[src/rtl/rst_cause_pkg.sv]
package rst_cause_pkg;
  localparam int FLAG_W  = 7;
  localparam int B_PIN   = 0;
  localparam int B_POR   = 1;
  localparam int B_MCD   = 2;
  localparam int B_WDT   = 3;
  localparam int B_SW    = 4;
  localparam int B_CMP   = 5;
  localparam int B_FLASH = 6;

  typedef struct packed {
    logic vmon;
    logic pin;
    logic wdt;
    logic mcd;
    logic cmp;
    logic flash;
    logic sw;
  } req_t;

  typedef struct packed {
    logic cmp;
    logic mcd;
    logic vmon;
  } en_t;

  // Highest-priority request wins; result is a one-hot flag vector.
  function automatic logic [FLAG_W-1:0] pick_cause(req_t r);
    logic [FLAG_W-1:0] c;
    c = '0;
    if (r.vmon)       c[B_POR]   = 1'b1;
    else if (r.pin)   c[B_PIN]   = 1'b1;
    else if (r.wdt)   c[B_WDT]   = 1'b1;
    else if (r.mcd)   c[B_MCD]   = 1'b1;
    else if (r.cmp)   c[B_CMP]   = 1'b1;
    else if (r.flash) c[B_FLASH] = 1'b1;
    else if (r.sw)    c[B_SW]    = 1'b1;
    return c;
  endfunction

  function automatic logic [7:0] flag_view(logic [FLAG_W-1:0] f);
    return {1'b0, f};
  endfunction

  // Dual-role bits show the stored enables; the force bit reads 0.
  function automatic logic [7:0] enable_view(logic [FLAG_W-1:0] f, en_t e);
    logic [7:0] v;
    v        = {1'b0, f};
    v[B_CMP] = e.cmp;
    v[B_SW]  = 1'b0;
    v[B_MCD] = e.mcd;
    v[B_POR] = e.vmon;
    return v;
  endfunction
endpackage

[src/rtl/rst_req_arbiter.sv]
module rst_req_arbiter
  import rst_cause_pkg::*;
(
  input  logic              busy,
  input  en_t               en,
  input  logic              vmon_trip,
  input  logic              pin_rst,
  input  logic              wdt_expire,
  input  logic              clk_miss,
  input  logic              cmp_n,
  input  logic              flash_err,
  input  logic              sw_force,
  output logic              trigger,
  output logic [FLAG_W-1:0] cause
);
  req_t req;

  always_comb begin
    req.vmon  = vmon_trip & en.vmon;
    req.pin   = pin_rst;
    req.wdt   = wdt_expire;
    req.mcd   = clk_miss & en.mcd;
    req.cmp   = ~cmp_n & en.cmp;
    req.flash = flash_err;
    req.sw    = sw_force;
    if (busy) req = '0;
  end

  assign cause   = pick_cause(req);
  assign trigger = |req;

  always_comb begin
    if (trigger) AST_CAUSE_ONEHOT: assert ($onehot(cause));
  end
endmodule

[src/rtl/rst_pulse_gen.sv]
module rst_pulse_gen #(
  parameter int HOLD = 16
) (
  input  logic clk,
  input  logic por_n,
  input  logic load,
  output logic active
);
  localparam int CW = $clog2(HOLD + 1);

  logic [CW-1:0] cnt;

  always_ff @(posedge clk or negedge por_n) begin
    if (!por_n)           cnt <= CW'(HOLD);
    else if (load)        cnt <= CW'(HOLD);
    else if (cnt != '0)   cnt <= cnt - 1'b1;
  end

  assign active = (cnt != '0);

  AST_LOAD_FULL: assert property (@(posedge clk) disable iff (!por_n)
    load |=> (cnt == CW'(HOLD)));
  AST_COUNT_DOWN: assert property (@(posedge clk) disable iff (!por_n)
    (active && !load) |=> (cnt == CW'($past(cnt) - 1'b1)));
endmodule

[src/rtl/rst_cause_ctrl.sv]
module rst_cause_ctrl
  import rst_cause_pkg::*;
#(
  parameter int HOLD = 16
) (
  input  logic       clk,
  input  logic       por_n,
  input  logic       vmon_trip_i,
  input  logic       pin_rst_i,
  input  logic       wdt_expire_i,
  input  logic       clk_miss_i,
  input  logic       cmp_n_i,
  input  logic       flash_err_i,
  input  logic       wr_en_i,
  input  logic       rd_en_i,
  input  logic       rmw_en_i,
  input  logic [7:0] wdata_i,
  output logic [7:0] rdata_o,
  output logic       sys_rst_o
);
  logic [FLAG_W-1:0] flags;
  logic [FLAG_W-1:0] cause;
  en_t               en;
  logic              trigger;
  logic              wr_take;
  logic              sw_force;
  logic              unused_wbits;

  assign wr_take      = wr_en_i & ~sys_rst_o;
  assign sw_force     = wr_en_i & wdata_i[B_SW];
  assign unused_wbits = ^{wdata_i[7], wdata_i[B_FLASH], wdata_i[B_WDT], wdata_i[B_PIN]};

  rst_req_arbiter u_arb (
    .busy       (sys_rst_o),
    .en         (en),
    .vmon_trip  (vmon_trip_i),
    .pin_rst    (pin_rst_i),
    .wdt_expire (wdt_expire_i),
    .clk_miss   (clk_miss_i),
    .cmp_n      (cmp_n_i),
    .flash_err  (flash_err_i),
    .sw_force   (sw_force),
    .trigger    (trigger),
    .cause      (cause)
  );

  rst_pulse_gen #(.HOLD(HOLD)) u_pulse (
    .clk    (clk),
    .por_n  (por_n),
    .load   (trigger),
    .active (sys_rst_o)
  );

  always_ff @(posedge clk or negedge por_n) begin
    if (!por_n) begin
      flags          <= '0;
      flags[B_POR]   <= 1'b1;
      en.cmp         <= 1'b0;
      en.mcd         <= 1'b0;
      en.vmon        <= 1'b1;
    end else begin
      if (trigger) flags <= cause;
      if (wr_take) begin
        en.cmp  <= wdata_i[B_CMP];
        en.mcd  <= wdata_i[B_MCD];
        en.vmon <= wdata_i[B_POR];
      end
    end
  end

  always_comb begin
    rdata_o = 8'h00;
    if (rmw_en_i)     rdata_o = enable_view(flags, en);
    else if (rd_en_i) rdata_o = flag_view(flags);
  end

  always_comb begin
    AST_BIT7_ZERO: assert (rdata_o[7] == 1'b0);
  end

  AST_ONE_FLAG: assert property (@(posedge clk) disable iff (!por_n)
    $countones(flags) == 1);
  AST_FLAGS_HOLD: assert property (@(posedge clk) disable iff (!por_n)
    !trigger |=> $stable(flags));
  AST_PULSE_START: assert property (@(posedge clk) disable iff (!por_n)
    trigger |=> sys_rst_o);
  AST_EN_FROZEN: assert property (@(posedge clk) disable iff (!por_n)
    sys_rst_o |=> $stable(en));
endmodule

[config.mk]
export PLATFORM = sky130hd
export DESIGN_NAME = rst_cause_ctrl
export DESIGN_NICKNAME = d
export VERILOG_FILES = /design/src/rtl/rst_cause_pkg.sv /design/src/rtl/rst_req_arbiter.sv /design/src/rtl/rst_pulse_gen.sv /design/src/rtl/rst_cause_ctrl.sv
export SDC_FILE = /design/constraint.sdc
export NUM_CORES = 1
export LEC_CHECK = 0
export CAP_MARGIN = 0
export CORE_MARGIN = 5
export CORE_UTILIZATION = 50
export CTS_BUF_LIST = sky130_fd_sc_hd__clkbuf_4
export DETAILED_ROUTE_END_ITERATION = 10
export PLACE_DENSITY = 0.92
export SLEW_MARGIN = 20
export SYNTH_ARGS = -nofsm -noshare
export SYNTH_HDL_FRONTEND = slang
export SYNTH_SLANG_ARGS = --single-unit
[constraint.sdc]
create_clock -name clk -period 3.8 [get_ports clk]
set_input_delay 0.76 -clock clk [delete_from_list [all_inputs] [get_ports clk]]
set_output_delay 0.76 -clock clk [all_outputs]
set_load 0.02 [all_outputs]
# Word-level counts from Yosys, hierarchy flattened
# Cells that the tools add are included.
# totals
out_inout_bits	9
regBits	15
# classes
add_sub_neg	1
n_bitwise	7
n_reduce_logical	3
n_mux	21
# op_table
op	n
$mux W7	3
$mux W5	4
$mux W1	12
$reduce_or A7 Y1	1
$mux W3	2
$and A1 B1 Y1	5
$reduce_bool A5 Y1	1
$sub A5 B1 Y5 const B	1
$not A1 Y1	2
$reduce_bool A2 Y1	1

# Depth between registers and ports, before layout
# logic_depth
depth_word	10
depth_mapped	6

# Cells and area by module
# Synthesis repeated with hierarchy kept, for this count alone.
# unflattened
cells_unflattened	78
area_unflattened_um2	882.1
# by_module_without_submodules
module	seq_area_each_um2	area_each_um2	cells_per_inst	n_inst
rst_cause_ctrl	252.7	511.7	37	1
rst_pulse_gen	126.4	262.8	25	1
rst_req_arbiter	0.0	107.6	16	1

# Worst setup path after synthesis
# Ideal clock, no wire load.
# synth_path
kind	input port to output port
from	input rd_en_i
to	output rdata_o[5]
n_path_buf	0
path_stages	2
arrival_ns	1.268
setup_slack_ns	1.772
path_cell_list	nand2_1 -> o21ai_0
# synth_between
elab_chain_cells	2
# synth_rtl
element	line	rtl
start, declared	rst_cause_ctrl.sv:15	input logic rd_en_i,
$mux W7	rst_cause_ctrl.sv:74	else if (rd_en_i) rdata_o = flag_view(flags);
$mux W7	rst_cause_ctrl.sv:73	if (rmw_en_i) rdata_o = enable_view(flags, en);
end, declared	rst_cause_ctrl.sv:18	output logic [7:0] rdata_o,
# No other way between the ends.

# Worst setup path in the final report
# layout_path
from	input rmw_en_i
to	output rdata_o[0]
# layout_between
elab_chain_cells	1
# layout_rtl
element	line	rtl
start, declared	rst_cause_ctrl.sv:16	input logic rmw_en_i,
$mux W7	rst_cause_ctrl.sv:73	
# No other way between the ends.

==> impl_results.md <==
* Status: completed
* Antenna violations before repair at 0
* Clk root buf: clkbuf_4
* Vias in the first global route at 803
* Hold Startpoint: flags[3]
* Final Non-Filler Cells at around 130
* Setup slack, reg-to-reg at 2.09 ns
* Clock Pin Slew Worst Setup and Hold Paths at ~0.090 ns
* GPL Wtd Cong at 0.768
* Worst-path maximum fanout at 6
* Post-synth ARST share at 1.00
* FF-to-FF End: flags[4]
* Port buffer count at 22
* Die ar. at 2650 um^2
* Fillers at 142
* Synth Register Bits at 15
* Hold Vio Cnt, Final at 0
* Core Box Area at between 1500 and 2000 um^2
* Max Freq at 0.330 GHz
* Worst-Skew Late Latency at 0.28 ns
* Max-cap violations at 0
* TritonCTS clock tree: done
* Area share of the leading cell type in the synthesized netlist at 0.350
* Placed Cells incl. Taps at 123
* WP data required at 3.04 ns
* Syn Area/Cell at just over 10 um^2
* Critical Path Start Type: input port
* Largest net degree at the start of global routing at 16
* Synthesized instance count at 85
* Critical path cell sequence: clkdlybuf4s50_1, nor2_1, nor2b_1, clkdlybuf4s50_1
* Post-synthesis sequential area ratio at 0.442
* RSZ-0062 raised after global routing: no
* Hold path depth at 1
* Setup tns final at 0 ns
* Iter 0 DRT Violations at 11
* Setup bufs post-CTS at 0
* HPWL Detailed at 1560 um
* # nets final at 132
* Cell Area, Synth at 858 um^2
* Setup Viol. Count Final at 0
* GRT overflow at 0
* Arr. time, crit path at ~2.3 ns
* Final WL at ~2100 um
* Clock buffer depth at 2
* Inserted Clock Buffers at 3
* Crit end category: output pin
* Crit Reg-Reg Startpoint: u_pulse.cnt[0]
* Library cells used by synthesis at 39
* Vias at 764
* Tmin final at 3.03 ns
* Antenna viol nets, final at 0
* Drt first pass iters at 4
* Ports at 28
* Post-synthesis net count at 106
* CP max stage cell: clkdlybuf4s50_1
* Average wire per standard cell at 16.5 um
* Final Slew Violations at 0
* Crit-path max cell delay at about 0.64 ns
* First-pass GRT wire length at 3640 um
* Most frequent CP cell: clkdlybuf4s50_1
* Worst hold path type: reg -> reg
* Period utilisation layout at 0.798
* Total Power at between 0.0007 and 0.0008 W
* Row Count at 15
* Share of layout cells above drive strength 1 at 0.164
* Synth area leader: dfrtp_1
* Multi-input gate area at ~440 um^2
* Area grow syn2layout at 31.0%
* Synth warnings at 0
* Tot GR Track Use at 0.188
* Chip height at around 51 um
* Drt drc at 0
* Post-synth EDFFs at 0
* Clock sink count at 15
* Vias per cell at 6.02
* CTS resizes at 0
* Static leakage at around 0.47 nW
* CTS hold repair buffers at 0
* Maximum VDD drop at about 0.00032 V
* Diodes inserted at 0
* H-Tree Depth at 1
* Reg2Reg Depth at 7
* Initial core utilization at 0.514
* Critical path class: in -> out
* Cell Pwr Density at 623 nW/um^2
* Largest cells by area after synthesis: dfrtp_1 35%, dfstp_2 9.2%, nand2_1 4.4%
* Die Span X at 51.4 um
* Measured slew at the worst slew-check pin at 0.710 ns
* Max-slew headroom at 0.525
* Hold endpoint: flags[3]
* Synth Flop Type: dfrtp_1
* Final Skew at roughly 0.0011 ns
* Reg area at 379 um^2
## sequential cells by signal, indices dropped and copies added (netlist names)
name / cells
en: 3
u_pulse.cnt: 5
flags: 7
## per-stage QoR
stage                     setup WS (ns)  area (um^2)  utilization  hold slack [ns]
after floorplan                    1.77          858            -            0.458
after detailed placement          0.805         1090        0.655            0.481
final                             0.767         1120        0.673            0.499
after global routing              0.680         1120        0.673            0.520
after global placement            0.796         1090        0.655            0.472
after CTS                         0.780         1120        0.673            0.502
## kinds of logic (layout without fill, tap and decap cells)
group	after synthesis	in the layout	share of synthesized area
AOI/OAI and AO/OA	25	25	0.243
xor gates and xnor gates	1	1	0.0102
adders and majority gates	2	2	0.0291
buffers and inverters	8	33	0.0408
DFF	15	15	0.442
muxes	3	3	0.0394
other	1	1	0.00437
and+or+nand+nor	30	30	0.191
## critical path, delay by kind of cell
kind	cells	cell delay, ns
AND/OR/NAND/NOR	2	0.31
buffers and inverters	2	1.21
## cells in the final DEF (no fill, tap or decap), types with 2 or more instances in the layout
cell             Yosys  layout
nor3_1               2       2
mux2_2               3       3
nand2_1             10      10
and3_1               2       2
nor2_1               5       5
ha_1                 2       2
inv_1                6       6
a32o_1               3       3
o21ai_0              2       2
clkbuf_4             0       4
dfrtp_1             12      12
a22o_1               2       2
clkdlybuf4s50_1      0      22
o31ai_1              2       2
a21oi_1              2       2
a21o_1               2       2
dfstp_2              3       3
nor2b_1              4       4
## Yosys cell counts, types with 2 or more instances
cell type,count
a21o_1,2
a21oi_1,2
a22o_1,2
a32o_1,3
and3_1,2
dfrtp_1,12
dfstp_2,3
ha_1,2
inv_1,6
mux2_2,3
nand2_1,10
nor2_1,5
nor2b_1,4
nor3_1,2
o21ai_0,2
o31ai_1,2
## metal layers
metal	wire length (um)	vias to the layer above	track usage
li1	-	365	-
met1	807	362	0.204
met2	1100	27	0.320
met3	100	10	0.0350
met4	87	0	0.140
met5	0	-	0
## area by class of cell
cell class                      count  share of cell area
Inverter                            6              0.0200
Tap cell                           17              0.0189
Timing Repair Buffer               23               0.202
Sequential cell                    15               0.337
Multi-Input combinational cell     62               0.395
Clock buffer                        4              0.0267
## where the power goes
| part | internal, W | leakage, nW | switching (W) | total, W |
|---|---|---|---|---|
| Sequential | 0.000236 | 0.182 | 0.0000575 | 0.000293 |
| Clock | 0.0000479 | 0.0184 | 0.0000509 | 0.0000988 |
| Combinational | 0.000161 | 0.266 | 0.000148 | 0.000309 |
## worst max path at each step
stage,start,to,slack [ns],cells past startpoint
6_report,rmw_en_i,rdata_o[0],0.77,4
3_3_place_gp,rd_en_i,rdata_o[1],0.80,4
4_1_cts,rmw_en_i,rdata_o[0],0.78,4
3_5_place_dp,rmw_en_i,rdata_o[1],0.81,4
5_1_grt,rmw_en_i,rdata_o[2],0.68,4
2_1_floorplan,rd_en_i,rdata_o[5],1.77,2
Note: power is estimated with default switching activity, not from simulation.
